`src/rtl/hpslot_pkg.sv`:
```
package hpslot_pkg;
  localparam int unsigned NUM_EV = 5;
  // event index inside a slot; bit positions 16+i and 24+i follow this order
  localparam int unsigned EV_PRS  = 0;
  localparam int unsigned EV_IFLT = 1;
  localparam int unsigned EV_BTN  = 2;
  localparam int unsigned EV_MRL  = 3;
  localparam int unsigned EV_CFLT = 4;
  localparam int unsigned RAW_W   = 6;

  typedef struct packed {
    logic [1:0] prs;
    logic       mrl;
    logic       btn;
    logic       iflt;
    logic       cflt;
  } slot_raw_t;
endpackage

```
`src/rtl/slot_sync.sv`:
```
module slot_sync
  import hpslot_pkg::*;
#(
  parameter int unsigned STAGES = 2
) (
  input  logic              clk,
  input  logic              rst_n,
  input  slot_raw_t         raw_i,
  output slot_raw_t         stat_o,
  output logic [NUM_EV-1:0] evt_o
);
  logic [STAGES-1:0][RAW_W-1:0] pipe_q, pipe_d;
  logic [RAW_W-1:0]             prev_q;
  slot_raw_t                    cur, prv;

  always_comb begin
    pipe_d[0] = raw_i;
    for (int i = 1; i < STAGES; i++) pipe_d[i] = pipe_q[i-1];
  end

  always_ff @(posedge clk or negedge rst_n) begin
    if (!rst_n) begin
      pipe_q <= '0;
      prev_q <= '0;
    end else begin
      pipe_q <= pipe_d;
      prev_q <= pipe_q[STAGES-1];
    end
  end

  assign cur    = slot_raw_t'(pipe_q[STAGES-1]);
  assign prv    = slot_raw_t'(prev_q);
  assign stat_o = cur;

  always_comb begin
    evt_o          = '0;
    evt_o[EV_PRS]  = (cur.prs != prv.prs);
    evt_o[EV_IFLT] = cur.iflt & ~prv.iflt;
    evt_o[EV_BTN]  = cur.btn & ~prv.btn;
    evt_o[EV_MRL]  = cur.mrl ^ prv.mrl;
    evt_o[EV_CFLT] = cur.cflt & ~prv.cflt;
  end
endmodule

```
`src/rtl/slot_reg.sv`:
```
module slot_reg
  import hpslot_pkg::*;
(
  input  logic              clk,
  input  logic              rst_n,
  input  logic              we,
  input  logic [NUM_EV-1:0] w_clr,
  input  logic [NUM_EV-1:0] w_imsk,
  input  logic [1:0]        w_smsk,
  input  logic [NUM_EV-1:0] evt,
  output logic [NUM_EV-1:0] lat_o,
  output logic [NUM_EV-1:0] imsk_o,
  output logic [1:0]        smsk_o,
  output logic              pend_o,
  output logic              err_o
);
  logic [NUM_EV-1:0] lat_q, lat_d, imsk_q, imsk_d;
  logic [1:0]        smsk_q, smsk_d;
  logic              upd;

  assign upd = we | (|evt);

  always_comb begin
    lat_d  = (lat_q & ~(we ? w_clr : '0)) | evt;
    imsk_d = we ? w_imsk : imsk_q;
    smsk_d = we ? w_smsk : smsk_q;
  end

  always_ff @(posedge clk or negedge rst_n) begin
    if (!rst_n) begin
      lat_q  <= '0;
      imsk_q <= '1;
      smsk_q <= '1;
    end else if (upd) begin
      lat_q  <= lat_d;
      imsk_q <= imsk_d;
      smsk_q <= smsk_d;
    end
  end

  assign lat_o  = lat_q;
  assign imsk_o = imsk_q;
  assign smsk_o = smsk_q;
  assign pend_o = |(lat_q & ~imsk_q);
  assign err_o  = (lat_q[EV_MRL] & ~smsk_q[0]) | (lat_q[EV_CFLT] & ~smsk_q[1]);
endmodule

```
`src/rtl/ctl_reg.sv`:
```
module ctl_reg #(
  parameter int unsigned NUM_SLOTS = 4
) (
  input  logic                 clk,
  input  logic                 rst_n,
  input  logic                 we,
  input  logic [3:0]           w_msk,
  input  logic [1:0]           w_clr,
  input  logic                 cmd_done,
  input  logic                 arb_err,
  input  logic [NUM_SLOTS-1:0] slot_pend,
  input  logic [NUM_SLOTS-1:0] slot_err,
  output logic [31:0]          word_o,
  output logic [NUM_SLOTS:0]   loc_o,
  output logic                 irq_o,
  output logic                 serr_o
);
  logic [3:0] msk_q, msk_d;
  logic       cmd_q, cmd_d, arb_q, arb_d, upd;

  assign upd = we | cmd_done | arb_err;

  always_comb begin
    msk_d = we ? w_msk : msk_q;
    cmd_d = cmd_done | (cmd_q & ~(we & w_clr[0]));
    arb_d = arb_err  | (arb_q & ~(we & w_clr[1]));
  end

  always_ff @(posedge clk or negedge rst_n) begin
    if (!rst_n) begin
      msk_q <= 4'hF;
      cmd_q <= 1'b0;
      arb_q <= 1'b0;
    end else if (upd) begin
      msk_q <= msk_d;
      cmd_q <= cmd_d;
      arb_q <= arb_d;
    end
  end

  assign word_o = {14'b0, arb_q, cmd_q, 12'b0, msk_q};
  assign loc_o  = {slot_pend, cmd_q & ~msk_q[2]};
  assign irq_o  = (|loc_o) & ~msk_q[0];
  assign serr_o = ~msk_q[1] & ((arb_q & ~msk_q[3]) | (|slot_err));
endmodule

```
`src/rtl/slot_evt_agg.sv`:
```
module slot_evt_agg
  import hpslot_pkg::*;
#(
  parameter int unsigned NUM_SLOTS = 4,
  parameter int unsigned PI_REV    = 2,
  parameter int unsigned SYNC_STG  = 2,
  localparam int unsigned AW       = $clog2(NUM_SLOTS + 2)
) (
  input  logic                   clk,
  input  logic                   rst_n,
  input  logic [2*NUM_SLOTS-1:0] prsnt_raw,
  input  logic [NUM_SLOTS-1:0]   mrl_raw,
  input  logic [NUM_SLOTS-1:0]   btn_raw,
  input  logic [NUM_SLOTS-1:0]   iflt_raw,
  input  logic [NUM_SLOTS-1:0]   cflt_raw,
  input  logic [6*NUM_SLOTS-1:0] ind_state,
  input  logic [NUM_SLOTS-1:0]   m66_cap,
  input  logic [3*NUM_SLOTS-1:0] pcix_cap,
  input  logic                   cmd_done,
  input  logic                   arb_err,
  input  logic [AW-1:0]          reg_addr,
  input  logic                   reg_we,
  input  logic [31:0]            reg_wdata,
  output logic [31:0]            reg_rdata,
  output logic                   irq,
  output logic                   serr,
  output logic [NUM_SLOTS:0]     locator
);
  localparam logic [2:0] PCIX_KEEP = (PI_REV == 1) ? 3'b011 : 3'b111;

  logic [1:0]                  rsync_q;
  logic                        rst_q_n;
  logic [NUM_SLOTS*NUM_EV-1:0] evt_all, lat_all;
  logic [NUM_SLOTS-1:0]        pend, err;
  logic [31:0]                 slot_word [NUM_SLOTS];
  logic [31:0]                 ctl_word;
  logic                        ctl_we;
  logic                        unused_wbits;

  assign unused_wbits = ^{reg_wdata[31], reg_wdata[23:21], reg_wdata[15:4]};

  // reset: asserted asynchronously, released on a clock edge
  always_ff @(posedge clk or negedge rst_n) begin
    if (!rst_n) rsync_q <= 2'b00;
    else        rsync_q <= {rsync_q[0], 1'b1};
  end
  assign rst_q_n = rsync_q[1];

  assign ctl_we = reg_we && (reg_addr == '0);

  for (genvar n = 0; n < NUM_SLOTS; n++) begin : g_slot
    slot_raw_t         raw, stat;
    logic [NUM_EV-1:0] evt, lat, imsk;
    logic [1:0]        smsk;
    logic              s_we;

    assign raw  = '{prs: prsnt_raw[2*n +: 2], mrl: mrl_raw[n], btn: btn_raw[n],
                    iflt: iflt_raw[n], cflt: cflt_raw[n]};
    assign s_we = reg_we && (reg_addr == AW'(n + 1));

    slot_sync #(.STAGES(SYNC_STG)) u_sync (
      .clk(clk), .rst_n(rst_q_n), .raw_i(raw), .stat_o(stat), .evt_o(evt)
    );

    slot_reg u_reg (
      .clk(clk), .rst_n(rst_q_n), .we(s_we),
      .w_clr(reg_wdata[20:16]), .w_imsk(reg_wdata[28:24]), .w_smsk(reg_wdata[30:29]),
      .evt(evt), .lat_o(lat), .imsk_o(imsk), .smsk_o(smsk),
      .pend_o(pend[n]), .err_o(err[n])
    );

    assign evt_all[n*NUM_EV +: NUM_EV] = evt;
    assign lat_all[n*NUM_EV +: NUM_EV] = lat;
    assign slot_word[n] = {1'b0, smsk, imsk, 3'b000, lat, 1'b0,
                           pcix_cap[3*n +: 3] & PCIX_KEEP, stat.prs, m66_cap[n],
                           stat.mrl, stat.btn, ~(stat.iflt | stat.cflt),
                           ind_state[6*n +: 6]};
  end

  ctl_reg #(.NUM_SLOTS(NUM_SLOTS)) u_ctl (
    .clk(clk), .rst_n(rst_q_n), .we(ctl_we),
    .w_msk(reg_wdata[3:0]), .w_clr(reg_wdata[17:16]),
    .cmd_done(cmd_done), .arb_err(arb_err),
    .slot_pend(pend), .slot_err(err),
    .word_o(ctl_word), .loc_o(locator), .irq_o(irq), .serr_o(serr)
  );

  always_comb begin
    reg_rdata = '0;
    if (reg_addr == '0) reg_rdata = ctl_word;
    for (int n = 0; n < NUM_SLOTS; n++)
      if (reg_addr == AW'(n + 1)) reg_rdata = slot_word[n];
  end
endmodule

```
`config.mk`:
```
export PLATFORM = sky130hd
export DESIGN_NAME = slot_evt_agg
export DESIGN_NICKNAME = d
export VERILOG_FILES = /design/src/rtl/hpslot_pkg.sv /design/src/rtl/slot_sync.sv /design/src/rtl/slot_reg.sv /design/src/rtl/ctl_reg.sv /design/src/rtl/slot_evt_agg.sv
export SDC_FILE = /design/constraint.sdc
export NUM_CORES = 1
export LEC_CHECK = 0
export BUFFER_PORTS_ARGS = -buffer_cell sky130_fd_sc_hd__buf_2
export CORE_ASPECT_RATIO = 1.2
export CORE_MARGIN = 1
export CORE_UTILIZATION = 52
export CTS_CLUSTER_SIZE = 24
export DETAILED_ROUTE_END_ITERATION = 12
export GPL_ROUTABILITY_DRIVEN = 1
export PLACE_DENSITY = 0.79
export SLEW_MARGIN = 10
export SYNTH_ARGS = -nofsm -noshare
export SYNTH_HDL_FRONTEND = slang
export SYNTH_SLANG_ARGS = --single-unit
```
`constraint.sdc`:
```
create_clock -name clk -period 5.4 [get_ports clk]
set_input_delay 1.62 -clock clk [delete_from_list [all_inputs] [get_ports clk]]
set_output_delay 1.62 -clock clk [all_outputs]
set_load 0.01 [all_outputs]
```
# Word-level counts from Yosys, hierarchy flattened
# Cells that the tools add are included.
[classes]
n_eq_ne = 8
n_mux = 9
bitwise = 99
reduce_logical = 21
[op_table]
columns = ["cell", "count"]
rows = [
  ["$mux W31", 4],
  ["$and A5 B5 Y5", 8],
  ["$not A5 Y5", 8],
  ["$reduce_or A5 Y1", 8],
  ["$not A1 Y1", 30],
  ["$and A1 B1 Y1", 28],
  ["$reduce_or A21 Y1", 1],
  ["$mux W5", 4],
  ["$or A5 B5 Y5", 4],
  ["$mux W18", 1],
  ["$or A1 B1 Y1", 17],
  ["$reduce_and A2 Y1", 5],
  ["$ne A2 B2 Y1", 4],
  ["$eq A3 B2 Y1 const B", 2],
  ["$logic_and A1 B1 Y1", 5],
  ["$reduce_or A4 Y1", 1],
  ["$xor A1 B1 Y1", 4],
  ["$eq A3 B1 Y1 const B", 1],
  ["$eq A3 B3 Y1 const B", 1],
  ["$logic_not A3 Y1", 1],
]
[word_totals]
reg_bits = 128
in_bits = 104
out_inout_bits = 39
elab_cells = 165

# Longest topological paths before layout
[depth]
ltp_word = 6
ltp_mapped = 7

# Hierarchy
# From an unflattened synthesis, not the netlist that was laid out.
[hier_totals]
hier_cells = 472
area_unflattened_um2 = 5773.0
[modules_own_cells]
columns = ["mod", "instances", "cells_each", "area_each_um2", "seq_area_each_um2"]
rows = [
  ["slot_reg", 4, 44, 503.0, 309.0],
  ["slot_sync", 4, 25, 499.2, 450.4],
  ["slot_evt_agg", 1, 142, 1258.7, 50.0],
  ["ctl_reg", 1, 54, 505.5, 155.1],
]

# Worst setup path before layout
# OpenSTA, ideal clock, no wires.
[synth_path]
path_type = "input to output"
startpoint = "input reg_addr[0]"
endpoint = "output reg_rdata[13]"
arrival_ps = 2631
t_required_ps = 3780
setup_slack_ps = 1149
stages = 6
n_path_buf = 3
cell_sequence = "buf_6 buf_4 and2b_1 buf_2 a22oi_1 o21ai_0"
[synth_between]
elab_chain_cells = 5
elab_cells_between_ends = 8
[synth_rtl]
columns = ["element", "line_no", "text"]
rows = [
  ["start: declaration", "slot_evt_agg.sv:21", "input logic [AW-1:0] reg_addr,"],
  ["$eq A3 B1 Y1", "slot_evt_agg.sv:92", "if (reg_addr == AW'(n + 1)) reg_rdata = slot_word[n];"],
  ["$mux W31 (3 in a row)", "slot_evt_agg.sv:92", ""],
  ["$mux W31 (*)", "slot_evt_agg.sv:92", ""],
  ["end: declaration", "slot_evt_agg.sv:24", "output logic [31:0] reg_rdata,"],
]
# Every way passes the cells marked *; elsewhere a longest branch is shown, timed or not.

# Final worst setup path
[layout_path]
startpoint = "input reg_addr[0]"
endpoint = "output reg_rdata[6]"
# Same word-level chain as after synthesis.

==> flow_metrics.py <==
metrics = {
    "routing": {
        "vias_per_cell": 5.52,
        "drt_pass1_iterations": 7,
        "dr.first_iter.drc_count": 431,
        "vias": 3967,
        "routed_wl_um": 13000,
        "drc": 0,
        "postRouteAntennaNets": 0,
        "wire_per_inst_um": 18.1,
    },
    "clock_tree": {
        "insertion_delay_ps": 410,
        "cts_tree": "done",
        "path_clk_slew_ps": 60,
        "cts_buffers": 17,
        "holdBufCountCts": 0,
        "clock-sinks": 128,
        "cts-root-buf": "clkbuf_16",
        "cts_resized": 0,
        "htreeDepth": 4,
        "cts_buffer_depth": 2,
        "post_cts_buffers": 0,
    },
    "timing": {
        "finClkSkew_ps": 6.19,
        "setup-tns-final_ps": 0,
        "relSlewSlack": 0.405,
        "setup_viol": 0,
        "max_freq_mhz": 204,
        "period_needed_ps": 4910,
        "setup_slack_ps": 490,
        "rsz0062_at_grt": "false",
        "tightest_slew_ps": 893,
        "final_max_slew_viol_count": 0,
        "period_share": 0.909,
        "hold_violations": 0,
    },
    "floorplanning": {
        "fp.coreArea_mm2": 0.00996,
        "die_area_mm2": 0.0106,
        "die_x_um": 94.2,
        "chipHeight_um": 113,
        "num_rows": 40,
        "start_util": 0.533,
        "pin_count": 143,
    },
    "power": {
        "total_power_mw": 2.52,
        "leakagePower_nw": 3.01,
        "p_per_area_mw_per_mm2": 385,
        "ir_drop_mv": 0.277,
    },
    "finish": {
        "final_cell_mix": "121 x buf_2, 95 x dfrtp_1, 70 x nand2_1, 51 x o21ai_0, 45 x inv_1",
        "area_delta_synth_final_pct": 23.6,
        "nets": 684,
        "mostFrequentLayoutCell": "buf_2",
        "drive_above_1_share": 0.391,
        "fin_util": 0.659,
        "final_cells": 719,
        "n_antenna_cell": 0,
    },
    "critical_path": {
        "endpoint_kind": "output port",
        "crit_buf_inv": 3,
        "critPathMaxFanout": 21,
        "r2r_setup_slack_ps": 3750,
        "cpPeakStageDelay_ps": 460,
        "worstRegToRegCells": 1,
        "start_kind": "input pin",
        "path_cells": "buf_2, buf_4, o32ai_1, a221oi_1, a21oi_1, buf_2",
        "cp_data_required_time_ps": 3780,
        "critical_path.top_delay_family": "buffers and inverters",
        "cpMostUsedCell": "buf_2",
        "slowest_stage": "a221oi_1",
        "r2r-end": "g_slot[0].u_sync.prev_q[4]",
        "r2r_start": "rsync_q[1]",
        "worst_ep_arrival_time_ps": 3290,
        "critPathKind": "in2out",
    },
    "synthesis": {
        "synth_edf_count": 0,
        "ys_seq_area_frac": 0.611,
        "syn_inst": 456,
        "postSynthAreaPerCell_um2": 11.6,
        "async_reset_ff_frac": 1.00,
        "ys.flop_type": "dfrtp_1",
        "syn_area_mm2": 0.00531,
        "yosysWarnings": 0,
        "ys_types": 42,
        "synth-seq-cells": 128,
    },
    "placement": {
        "io_buffers": 121,
        "gp_congestion": 0.898,
        "hpwl_um": 9050,
        "pre_cts_ws_ps": 529,
        "dp.cells": 687,
    },
    "worst_hold_path": {
        "min_path_type": "reg2reg",
        "hold_path_depth": 0,
        "hold_path.startpoint": "g_slot[2].u_sync.pipe_d[11]",
        "hold_end": "g_slot[2].u_sync.stat_o[5]",
    },
    "global_route": {
        "antenna_found_initial": 1,
        "globalRouteOverflowTotal": 0,
        "grt_usage": 0.270,
        "grt_pass1_vias": 4051,
        "grt_pass1_wl_um": 20800,
        "grt_max_degree": 73,
    },
    "run": {
        "drv_cap": 0,
    },
    "run_status": {
        "status": "finished, final reports clean",
    },
}
-- worst max path at each step --
| stage | startpoint | slack, ps | depth (start not counted) | endpoint |
|---|---|---|---|---|
| after floorplan | reg_addr[0] | 1150 | 6 | reg_rdata[13] |
| after global placement | reg_addr[0] | 540 | 6 | reg_rdata[6] |
| after detailed placement | reg_addr[0] | 530 | 6 | reg_rdata[6] |
| after CTS | reg_addr[0] | 500 | 6 | reg_rdata[6] |
| after global routing | reg_addr[0] | 390 | 7 | reg_rdata[30] |
| final | reg_addr[0] | 490 | 6 | reg_rdata[6] |
-- through the flow --
| stage | hold slack [ps] | cell area, um2 |
|---|---|---|
| 4_1_cts | 348 | 6560 |
| 5_1_grt | 350 | 6560 |
| 3_3_place_gp | 332 | 5980 |
| 3_5_place_dp | 335 | 5980 |
| 6_report | 346 | 6560 |
| 2_1_floorplan | 331 | 5320 |
-- registers in the layout, indices dropped and copies added, names as in the netlist --
name / flops
g_slot.u_reg.lat_o: 20
g_slot.u_sync.prev_q: 24
rsync_q: 2
g_slot.u_reg.smsk_o: 8
g_slot.u_reg.imsk_o: 20
g_slot.u_sync.stat_o: 24
u_ctl.cmd_q: 1
g_slot.u_sync.pipe_d: 24
u_ctl.msk_q: 4
u_ctl.arb_q: 1
-- cell usage after synthesis (2+ instances only) --
cell type,number,share of area
dfrtp_1,96,0.45
nand2_1,70,0.050
o21ai_0,51,0.048
inv_1,45,0.032
dfstp_2,32,0.16
mux2_2,24,0.051
a22oi_1,21,0.030
buf_4,12,0.017
buf_2,11,0.010
xor2_1,10,0.017
a22o_1,9,0.015
a21o_1,7,0.0099
a21oi_1,7,0.0066
nand2b_1,7,0.0083
mux4_2,6,0.025
nand3_1,6,0.0057
a222oi_1,5,0.0094
clkbuf_1,4,0.0028
a211o_1,3,0.0050
nor2_1,3,0.0021
a221oi_1,2,0.0033
conb_1,2,0.0014
nor2b_1,2,0.0024
o221ai_1,2,0.0033
xnor2_1,2,0.0033
-- layout make-up --
class                   instances  area (um2)
clock buffers                  19         453
well taps                     126         158
repair buffers                129         666
fillers                       747        3400
multi-input cells             259        1740
flip-flops and latches        128        3250
clock inverters                13         130
inverters                      45         169
-- power breakdown --
group	internal [mW]	switching [mW]
sequential	1.08	0.0667
clock	0.665	0.430
combinational	0.127	0.152
-- cell families after synthesis --
group	count (synthesis)	share of synthesized area
other	2	0.00142
buffers and inverters	73	0.0641
xor gates and xnor gates	12	0.0198
AOI/OAI and AO/OA	113	0.141
and+or+nand+nor	98	0.0863
DFF	128	0.611
muxes	30	0.0764
-- routing by layer --
metal  GRT usage  routed length [um]  up-vias
met5           0                   0        -
met4       0.106                 329        0
met3      0.0894                1030       34
met2       0.428                6610      204
met1       0.342                5060     1933
li1            -                   -     1796
Note: power is estimated with default switching activity, not from simulation.
